===== src/rtl/alu_opnd_pkg.sv =====
package alu_opnd_pkg;
  localparam int unsigned INST_W = 32;
  localparam int unsigned IDX_W  = 4;

  localparam logic [1:0] KIND_GPR  = 2'd0;
  localparam logic [1:0] KIND_CC   = 2'd1;
  localparam logic [1:0] KIND_LINK = 2'd2;

  localparam logic [2:0] TY_SBYTE = 3'd0;
  localparam logic [2:0] TY_UBYTE = 3'd1;
  localparam logic [2:0] TY_SHALF = 3'd2;
  localparam logic [2:0] TY_UHALF = 3'd3;
  localparam logic [2:0] TY_WORD  = 3'd4;

  localparam logic [7:0] IMM8_ESC = 8'h80;

  typedef struct packed {
    logic             is_alu;
    logic [3:0]       mode;
    logic [IDX_W-1:0] dst;
    logic [IDX_W-1:0] src_fld;
    logic [2:0]       ty;
    logic             xreg;
    logic [7:0]       imm8;
    logic [15:0]      imm16;
    logic [11:0]      imm12;
  } inst_fields_t;
endpackage


===== src/rtl/opnd_field_dec.sv =====
module opnd_field_dec
  import alu_opnd_pkg::*;
(
  input  logic [INST_W-1:0] inst_i,
  output inst_fields_t      fld_o
);
  always_comb begin
    fld_o.is_alu  = (inst_i[31:30] == 2'b01);
    fld_o.mode    = inst_i[23:20];
    fld_o.dst     = inst_i[19:16];
    fld_o.src_fld = inst_i[15:12];
    fld_o.ty      = inst_i[7:5];
    fld_o.xreg    = inst_i[4];
    fld_o.imm8    = {inst_i[11:8], inst_i[3:0]};
    fld_o.imm16   = inst_i[15:0];
    fld_o.imm12   = inst_i[11:0];
  end
endmodule


===== src/rtl/opnd_type_ext.sv =====
module opnd_type_ext
  import alu_opnd_pkg::*;
#(
  parameter int unsigned DATA_W = 32
) (
  input  logic [DATA_W-1:0] raw_i,
  input  logic [2:0]        ty_i,
  output logic [DATA_W-1:0] val_o,
  output logic              bad_ty_o
);
  localparam int unsigned BYTE_PAD = DATA_W - 8;
  localparam int unsigned HALF_PAD = DATA_W - 16;

  always_comb begin
    bad_ty_o = 1'b0;
    unique case (ty_i)
      TY_SBYTE: val_o = {{BYTE_PAD{raw_i[7]}}, raw_i[7:0]};
      TY_UBYTE: val_o = {{BYTE_PAD{1'b0}}, raw_i[7:0]};
      TY_SHALF: val_o = {{HALF_PAD{raw_i[15]}}, raw_i[15:0]};
      TY_UHALF: val_o = {{HALF_PAD{1'b0}}, raw_i[15:0]};
      TY_WORD:  val_o = raw_i;
      default: begin
        val_o    = '0;
        bad_ty_o = 1'b1;
      end
    endcase
  end
endmodule


===== src/rtl/opnd_src_map.sv =====
module opnd_src_map
  import alu_opnd_pkg::*;
(
  input  logic             xreg_i,
  input  logic [IDX_W-1:0] idx_i,
  output logic [1:0]       kind_o,
  output logic             resv_o
);
  localparam logic [IDX_W-1:0] FIRST_GPR = 4'd13;

  always_comb begin
    kind_o = KIND_GPR;
    resv_o = 1'b0;
    if (xreg_i) begin
      if (idx_i == 4'd0)            kind_o = KIND_CC;
      else if (idx_i == 4'd1)       kind_o = KIND_LINK;
      else if (idx_i < FIRST_GPR)   resv_o = 1'b1;
    end
  end
endmodule


===== src/rtl/alu_opnd_gen.sv =====
module alu_opnd_gen
  import alu_opnd_pkg::*;
#(
  parameter int unsigned DATA_W = 32
) (
  input  logic              clk_i,
  input  logic              rst_ni,
  input  logic [31:0]       inst_i,
  input  logic [DATA_W-1:0] next_word_i,
  output logic [3:0]        dst_idx_o,
  output logic [3:0]        src1_idx_o,
  output logic [1:0]        src1_kind_o,
  output logic [DATA_W-1:0] rhs_o,
  output logic              take_next_o,
  output logic              illegal_o
);
  localparam int unsigned PAD8  = DATA_W - 8;
  localparam int unsigned PAD12 = DATA_W - 12;
  localparam int unsigned PAD16 = DATA_W - 16;

  inst_fields_t      fld;
  logic              mode3, esc;
  logic [DATA_W-1:0] ty_raw, ty_val, rhs_n;
  logic              bad_ty, resv, ill_n;
  logic [1:0]        kind_raw;
  logic [IDX_W-1:0]  src1_n;

  opnd_field_dec u_dec (.inst_i(inst_i), .fld_o(fld));

  assign mode3  = (fld.mode == 4'd3);
  assign esc    = mode3 && (fld.imm8 == IMM8_ESC);
  assign ty_raw = esc ? next_word_i : {{PAD8{fld.imm8[7]}}, fld.imm8};

  opnd_type_ext #(.DATA_W(DATA_W)) u_ext (
    .raw_i(ty_raw), .ty_i(fld.ty), .val_o(ty_val), .bad_ty_o(bad_ty)
  );

  opnd_src_map u_map (
    .xreg_i(mode3 && fld.xreg), .idx_i(fld.src_fld),
    .kind_o(kind_raw), .resv_o(resv)
  );

  assign src1_n = (fld.mode < 4'd2) ? fld.dst : fld.src_fld;
  assign ill_n  = !fld.is_alu || (fld.mode > 4'd3) || (mode3 && (bad_ty || resv));

  always_comb begin
    unique case (fld.mode)
      4'd0:    rhs_n = {{PAD16{1'b0}}, fld.imm16};
      4'd1:    rhs_n = {{PAD16{1'b1}}, fld.imm16};
      4'd2:    rhs_n = {{PAD12{fld.imm12[11]}}, fld.imm12};
      4'd3:    rhs_n = ty_val;
      default: rhs_n = '0;
    endcase
    if (ill_n) rhs_n = '0;
  end

  always_ff @(posedge clk_i or negedge rst_ni) begin
    if (!rst_ni) begin
      dst_idx_o   <= '0;
      src1_idx_o  <= '0;
      src1_kind_o <= KIND_GPR;
      rhs_o       <= '0;
      take_next_o <= 1'b0;
      illegal_o   <= 1'b0;
    end else begin
      dst_idx_o   <= fld.dst;
      src1_idx_o  <= src1_n;
      src1_kind_o <= ill_n ? KIND_GPR : kind_raw;
      rhs_o       <= rhs_n;
      take_next_o <= esc && !ill_n;
      illegal_o   <= ill_n;
    end
  end
endmodule


===== config.mk =====
export PLATFORM = sky130hd
export DESIGN_NAME = alu_opnd_gen
export DESIGN_NICKNAME = d
export VERILOG_FILES = /design/src/rtl/alu_opnd_pkg.sv /design/src/rtl/opnd_field_dec.sv /design/src/rtl/opnd_type_ext.sv /design/src/rtl/opnd_src_map.sv /design/src/rtl/alu_opnd_gen.sv
export SDC_FILE = /design/constraint.sdc
export NUM_CORES = 1
export LEC_CHECK = 0
export BUFFER_PORTS_ARGS = -buffer_cell sky130_fd_sc_hd__buf_2
export CAP_MARGIN = 15
export CORE_UTILIZATION = 47
export CTS_CLUSTER_DIAMETER = 60
export CTS_CLUSTER_SIZE = 25
export DETAILED_ROUTE_END_ITERATION = 7
export HOLD_SLACK_MARGIN = 0.15
export PLACE_DENSITY_LB_ADDON = 0.25
export SYNTH_ARGS = -nofsm -noshare
export SYNTH_HDL_FRONTEND = slang
export SYNTH_SLANG_ARGS = --single-unit

===== constraint.sdc =====
create_clock -name clk_i -period 0.8 [get_ports clk_i]
set_clock_uncertainty 0.15 [all_clocks]
set_input_delay 0.04 -clock clk_i [delete_from_list [all_inputs] [get_ports clk_i]]
set_output_delay 0.04 -clock clk_i [all_outputs]
set_load 0.02 [all_outputs]

==> results of run 1 <==
what timing repair did:
item	CTS
pin swaps	26
setup buffers	12
resized for setup	150
setup endpoints to repair	84
gates cloned	5
hold endpoints to repair	87
hold buffers	5
metrics by stage:
| step | hold slack [ps] | util, % |
|---|---|---|
| global placement | -119 | 73.3 |
| floorplan | -406 | - |
| detailed placement | -116 | 73.3 |
| CTS | -161 | 94.8 |
synth_stat cells (all sizes together):
library cell	count	area, µm²
clkbuf	4	15.0
o21ai	30	154
o31ai	1	12.5
dfrtp	44	1100
a32oi	5	43.8
or2	1	6.26
nand3	2	15.0
nor3	3	15.0
nand2b	4	25.0
a31oi	26	163
nor2	8	32.5
nand2	10	37.5
and4bb	2	25.0
o21a	1	7.51
a311oi	1	8.76
nor3b	1	7.51
nor2b	1	6.26
mux2	4	45.0
o21bai	1	7.51
a21boi	1	7.51
and3	3	22.5
or3	1	6.26
buf	5	40.0
and2	2	15.0
o2111a	1	11.3
nand4bb	1	11.3
nor4b	4	56.3
a21oi	4	31.3
nand4b	1	8.76
nand3b	2	15.0
or2b	1	7.51
nor4	1	21.3
and4b	1	11.3
o211ai	1	7.51
kinds of logic after synthesis:
| group | Yosys count |
|---|---|
| and+or+nand+nor | 49 |
| DFF | 44 |
| buffers and inverters | 9 |
| AOI/OAI and AO/OA | 72 |
| muxes | 4 |
==> flow_summary.ini, run 1 <==
[place]
gp_congestion = 0.833
hpwlAfterDp_um = 4040
io_buffers = 103
post_dp_cell_area_mm2 = 0.00297
place_ws_ps = -774
placed_cells = 364

[synthesis]
synth_mux_area_share_pct = 2.25
synth_compound_area_share_pct = 22.7
synth_area_mm2 = 0.00200
synthSimpleGateAreaFrac_pct = 17.3
ys_seq_elements = 44
synth_fa_ha_area_share_pct = 0
synthCells = 178
ys_types = 43
seq_area_frac_synth_pct = 55.0
synth_xor_area_share_pct = 0
syn_nets = 244
yosys_warnings = 0
avgSynthCellArea_um2 = 11.2
synth_top_family_by_area = compound AO/OA/AOI/OAI gates

[cts]
numCtsBuffers = 5
clock_sinks = 44
cts_root_buffer = clkbuf_8
htreeDepth = 2
cts.path.max_buffers = 2

[floorplan]
ioPinCount = 110
die_w_um = 67.2
rows = 23
initial_core_util_pct = 49.3
die_y_um = 67.2

[outcome]
error_line = [ERROR DPL-0038] Utilization greater than 100%, impossible to legalize
outcome = stopped before the end
lastStage = 5_1_grt

[sta]
worst_endpoint = rhs_o[12]$_DFF_PN0_/D
worstEpCategory = sequential cell input

[global_route]
grt_max_degree = 45
==> run 2: changes to the inputs <==
- CORE_UTILIZATION: 47 -> 40
- CTS_CLUSTER_DIAMETER: 60 -> unset
- CTS_CLUSTER_SIZE: 25 -> unset
- HOLD_SLACK_MARGIN: 0.15 -> unset
- PLACE_DENSITY_LB_ADDON: 0.25 -> 0.15
==> run 2 against run 1 <==
  * Synthesized cell count did not move
  * The flow now finishes, with violations (negative hold slack, negative setup slack)
  * Area after synthesis did not move
==> flow_summary.ini, run 2 <==
[outcome]
outcome = finished with violations
violations = negative hold slack, negative setup slack

[synthesis]
syn_nets = 244
synth_top_area_share_pct = 55.0
yosys_warnings = 0
seq_area_frac_synth_pct = 55.0
synth_common_cells = 44 x dfrtp_1, 28 x o21ai_0, 26 x a31oi_1
synth-async-reset-ratio_pct = 100
dominantRegCellSynth = dfrtp_1
avgSynthCellArea_um2 = 11.2
synth_xor_area_share_pct = 0
ys_seq_elements = 44
synth-edff-count = 0
synthSimpleGateAreaFrac_pct = 17.3
synth_mux_area_share_pct = 2.25
synthCells = 178
synth_fa_ha_area_share_pct = 0
ys_top_cells_by_area = dfrtp_1 55%, a31oi_1 8.1%, o21ai_0 7.0%
yosysTopAreaCell = dfrtp_1
synth_most_common_cell = dfrtp_1
ys_types = 43
synth_area_mm2 = 0.00200
synth_top_family_by_area = compound AO/OA/AOI/OAI gates
synth_compound_area_share_pct = 22.7

[floorplan]
die_y_um = 72.7
die_w_um = 72.7
dieArea_mm2 = 0.00529
rows = 25
fp.coreArea_mm2 = 0.00475
ioPinCount = 110
initial_core_util_pct = 42.1

[critical_path]
start_kind = input pin
required_ps = 850
max_stage_delay_ps = 270
crit_top_cell = buf_4
end_kind = flip-flop
critPathSlowestCell = a21boi_4
crit_fanout = 16
cp.arrival_ps = 1300
critical_path_class = input pin to flip-flop
path_cells = buf_2, buf_4, nor2_1, a21boi_4, buf_4, a21oi_4, buf_12, a31oi_1

[sta]
fin_crit_ps = 1250
drv_slew = 0
setup_viol = 84
hold_viol = 34
tightest_slew_ps = 411
min_period_over_period_pct = 156
max_freq_ghz = 0.802
hold-worst-slack_ps = -136
rsz0062_at_grt = yes
slew_headroom_pct = 72.5
setup_ws_ps = -447

[place]
placed_cells = 390
hpwlAfterDp_um = 4140
io_buffers = 103
gp_congestion = 0.816

[cts]
clock_sinks = 44
numCtsBuffers = 5
cts.reportedPaths.clkPinSlew_ps = 80
cts_tree = yes
cts.path.max_buffers = 2
htreeDepth = 2
cts_root_buffer = clkbuf_8

[power_and_ir_drop]
p_seq_share_pct = 46.7
p_int_w = 0.00371
powerDensity_mw_per_mm2 = 1260
finalPower_w = 0.00487
switching_power_w = 0.00116
p_sw_share_pct = 23.9
vdd_drop_max_mv = 0.841
p_comb_share_pct = 19.9
p_clk_share_pct = 33.4
p_leak_nw = 1.77

[worst_hold_path]
whs_path_depth = 3
hold_class = input pin to flip-flop
min_to = rhs_o[0]
min_from = inst_i[0]

[global_route]
grt_overflow = 0
grt_use_met2_pct = 41.5
grt.met1_usage_pct = 28.2
grt_pass1_vias = 2149
grt_pass1_wl_um = 9600
top_usage_layer = met2
antenna_found_initial = 0
grt_max_degree = 45
grt_use_total_pct = 24.0
grt_use_met3_pct = 6.22

[final_layout]
layout_commonest_cell = buf_6
top_regs = rhs_o: 32 flops, dst_idx_o: 4 flops, src1_idx_o: 4 flops
final_cell_mix = 64 x buf_6, 49 x buf_2, 45 x buf_4, 44 x dfrtp_1, 24 x a31oi_1
multi_input_area_mm2 = 0.00111
regArea_mm2 = 0.00110
largest-register = rhs_o
largest_reg_flops = 32
fin_cells = 414
num-fill-cells = 278
syn_to_final_growth_pct = 93.8
drive_gt1_share_pct = 63.1
fin_nets = 412
antenna_cells = 0

[job]
maxCapViolCount = 0

[detailed_routing]
wl_per_cell_um = 15.2
vias = 2173
drt-total-wl_um = 6310
drc_errors = 0
antenna_left = 0
via_per_inst = 5.25
drt_iter0_markers = 108
drt-pass1-iter-count = 4
==> run 2: cell counts after synthesis <==
Identical to the previous run, type by type.
==> run 2: what timing repair did <==
item,4_1_cts,5_1_grt
hold buffers,5,3
pin swaps,10,6
hold endpoints to repair,83,36
setup buffers,8,4
gates cloned,1,0
setup endpoints to repair,84,84
resized for setup,126,36
==> run 2: area by class of cell <==
cell class	count	area share, %
well taps	67	2.16
repair buffers	170	38.1
flip-flops and latches	44	28.4
clock inverters	2	0.904
multi-input cells	125	28.5
clock buffers	6	1.87
==> run 2: critical path, delay by kind of cell <==
| kind | cells | cell delay [ps] |
|---|---|---|
| compound gates | 3 | 450 |
| buf+inv | 4 | 570 |
| simple gates | 1 | 220 |
==> run 2: kinds of logic (layout without fill, tap and decap cells) <==
| logic type | after synthesis | after routing |
|---|---|---|
| buffers and inverters | 9 | 178 |
| AOI/OAI and AO/OA | 72 | 72 |
| DFF | 44 | 44 |
| muxes | 4 | 4 |
| and+or+nand+nor | 49 | 49 |
==> run 2: power groups by stage <==
stage / clock network, W / registers (W) / logic [W]
floorplan: 0 / 0.00236 / 0.000219
global placement: 0 / 0.00231 / 0.000739
detailed placement: 0 / 0.00231 / 0.000745
CTS: 0.00167 / 0.00228 / 0.000901
global route: 0.00177 / 0.00228 / 0.00104
finish: 0.00163 / 0.00228 / 0.000971
==> run 2: per-layer routing <==
metal / wire length, µm / part of all wire, % / vias up
li1: - / - / 1017
met1: 2540 / 40 / 1045
met2: 3300 / 52 / 98
met3: 343 / 5.4 / 13
met4: 129 / 2.0 / 0
met5: 0 / 0 / -
==> run 2: how the worst max path moves through the flow <==
stage,from,depth (start not counted),end,slack (ps)
final,inst_i[22],8,rhs_o[23],-450
after global routing,inst_i[1],7,rhs_o[14],-500
after CTS,inst_i[0],7,rhs_o[14],-370
after detailed placement,inst_i[0],6,rhs_o[23],-720
after global placement,inst_i[8],6,rhs_o[25],-690
after floorplan,inst_i[8],5,rhs_o[21],-560
==> run 2: stage by stage <==
stage / worst slack (ps) / utilization, % / setup TNS, ps / instance area, µm²
CTS: -372 / 78.1 / -20160 / 3710
finish: -447 / 81.6 / -21880 / 3880
detailed placement: -717 / 64.2 / -24970 / 3050
global route: -495 / 81.6 / -24680 / 3880
floorplan: -557 / - / -16460 / 2110
global placement: -686 / 64.2 / -24250 / 3050
No activity file was read; power rests on OpenSTA's default activity.
==> run 3: changes to the inputs <==
- SKIP_CTS_REPAIR_TIMING: unset -> 1
==> run 3 against run 2 <==
  * The run still ends with negative hold slack, negative setup slack left
  * Worst hold slack lost 13 ps
  * Sequential cell count is the same
  * Via count shrank 3.4%
  * Sequential power is essentially flat
  * Cell area shrank 6.4%
  * Global-route usage shrank 2.8 points
  * Routed wire length shrank 7.8%
  * Total power shrank 2.2%
  * Sequential share of layout area grew 1.9 points
  * Cell count shrank 1.7%
  * Non-clock buffer count shrank 7
  * Critical endpoint unchanged
  * Largest power group unchanged
==> flow_summary.ini, run 3 (synthesis results as in run 2) <==
[place]
placed_cells = 390
hpwlAfterDp_um = 4140
gp_congestion = 0.816
io_buffers = 103

[outcome]
outcome = finished with violations
violations = negative hold slack, negative setup slack

[detailed_routing]
vias = 2099
wl_per_cell_um = 14.3
drt-pass1-iter-count = 4
via_per_inst = 5.16
drt_iter0_markers = 78
drc_errors = 0
antenna_left = 0
drt-total-wl_um = 5820

[sta]
hold_viol = 32
setup_viol = 84
max_freq_ghz = 0.810
fin_crit_ps = 1240
slew_headroom_pct = 70.5
drv_slew = 0
rsz0062_at_grt = yes
min_period_over_period_pct = 154
tightest_slew_ps = 440
hold-worst-slack_ps = -148
setup_ws_ps = -435

[final_layout]
top_regs = rhs_o: 32 flops, dst_idx_o: 4 flops, src1_idx_o: 4 flops
final_cell_mix = 56 x buf_2, 50 x buf_6, 47 x buf_4, 44 x dfrtp_1, 25 x a31oi_1
fin_cells = 407
largest_reg_flops = 32
layout_commonest_cell = buf_2
largest-register = rhs_o
syn_to_final_growth_pct = 81.4
fin_nets = 405
utilization_pct = 76.3
antenna_cells = 0
drive_gt1_share_pct = 60.0

[global_route]
grt_pass1_vias = 1953
grt_max_degree = 45
antenna_found_initial = 0
grt_overflow = 0
grt_use_total_pct = 21.2
grt_pass1_wl_um = 8600

[floorplan]
initial_core_util_pct = 42.1
die_y_um = 72.7
fp.coreArea_mm2 = 0.00475
rows = 25
ioPinCount = 110
dieArea_mm2 = 0.00529
die_w_um = 72.7

[critical_path]
start_kind = input pin
required_ps = 850
max_stage_delay_ps = 390
critPathSlowestCell = or3_4
crit_fanout = 16
critical_path_class = input pin to flip-flop
path_cells = buf_2, or3_4, a311oi_2, o21ai_4, a31oi_1
cp.arrival_ps = 1290
end_kind = flip-flop

[worst_hold_path]
hold_class = input pin to flip-flop

[power_and_ir_drop]
finalPower_w = 0.00476
p_leak_nw = 1.69
vdd_drop_max_mv = 0.722
powerDensity_mw_per_mm2 = 1310

[cts]
numCtsBuffers = 5
cts_root_buffer = clkbuf_8
clock_sinks = 44
cts.reportedPaths.clkPinSlew_ps = 80
htreeDepth = 2
cts.path.max_buffers = 2
cts_tree = yes

[job]
maxCapViolCount = 0
[run 3: through the flow]
step                worst slack, ps  instance area (µm²)  TNS [ps]
global route                   -479                 3630    -24350
detailed placement             -717                 3050    -24970
CTS                            -411                 3160    -21520
floorplan                      -557                 2110    -16460
finish                         -435                 3630    -21330
global placement               -686                 3050    -24250
[run 3: where the power goes]
part	total (W)	internal [W]	switching, W
clock network	0.00162	0.000926	0.000692
registers	0.00228	0.00226	0.0000168
logic	0.000872	0.000469	0.000403
[run 3: metal layers]
layer	global-route usage (%)	vias to the layer above	share of wire (%)
met3	5.94	2	5.5
li1	-	998	-
met4	7.19	0	0.50
met5	0	-	0
met2	35.8	85	52
met1	26.2	1014	41
[run 3: critical path, delay by kind of cell]
kind	cells	cell delay, ps
compound gates	3	730
simple gates	1	390
buf+inv	1	110
[run 3: final cells by class]
cell class              instances  area, µm²
clock buffers                   6       72.6
clock inverters                 2       35.0
fillers                       342       1120
multi-input cells             125       1000
flip-flops and latches         44       1100
well taps                      67       83.8
repair buffers                163       1340
[run 3: path summary, 6_finish.rpt]
check	startpoint	to	cells after the start
setup / recovery	inst_i[15]	rhs_o[23]	5
hold / removal	inst_i[2]	rhs_o[2]	3
min in group asynchronous	rst_ni	dst_idx_o[3]	3
max in group asynchronous	rst_ni	rhs_o[9]	3
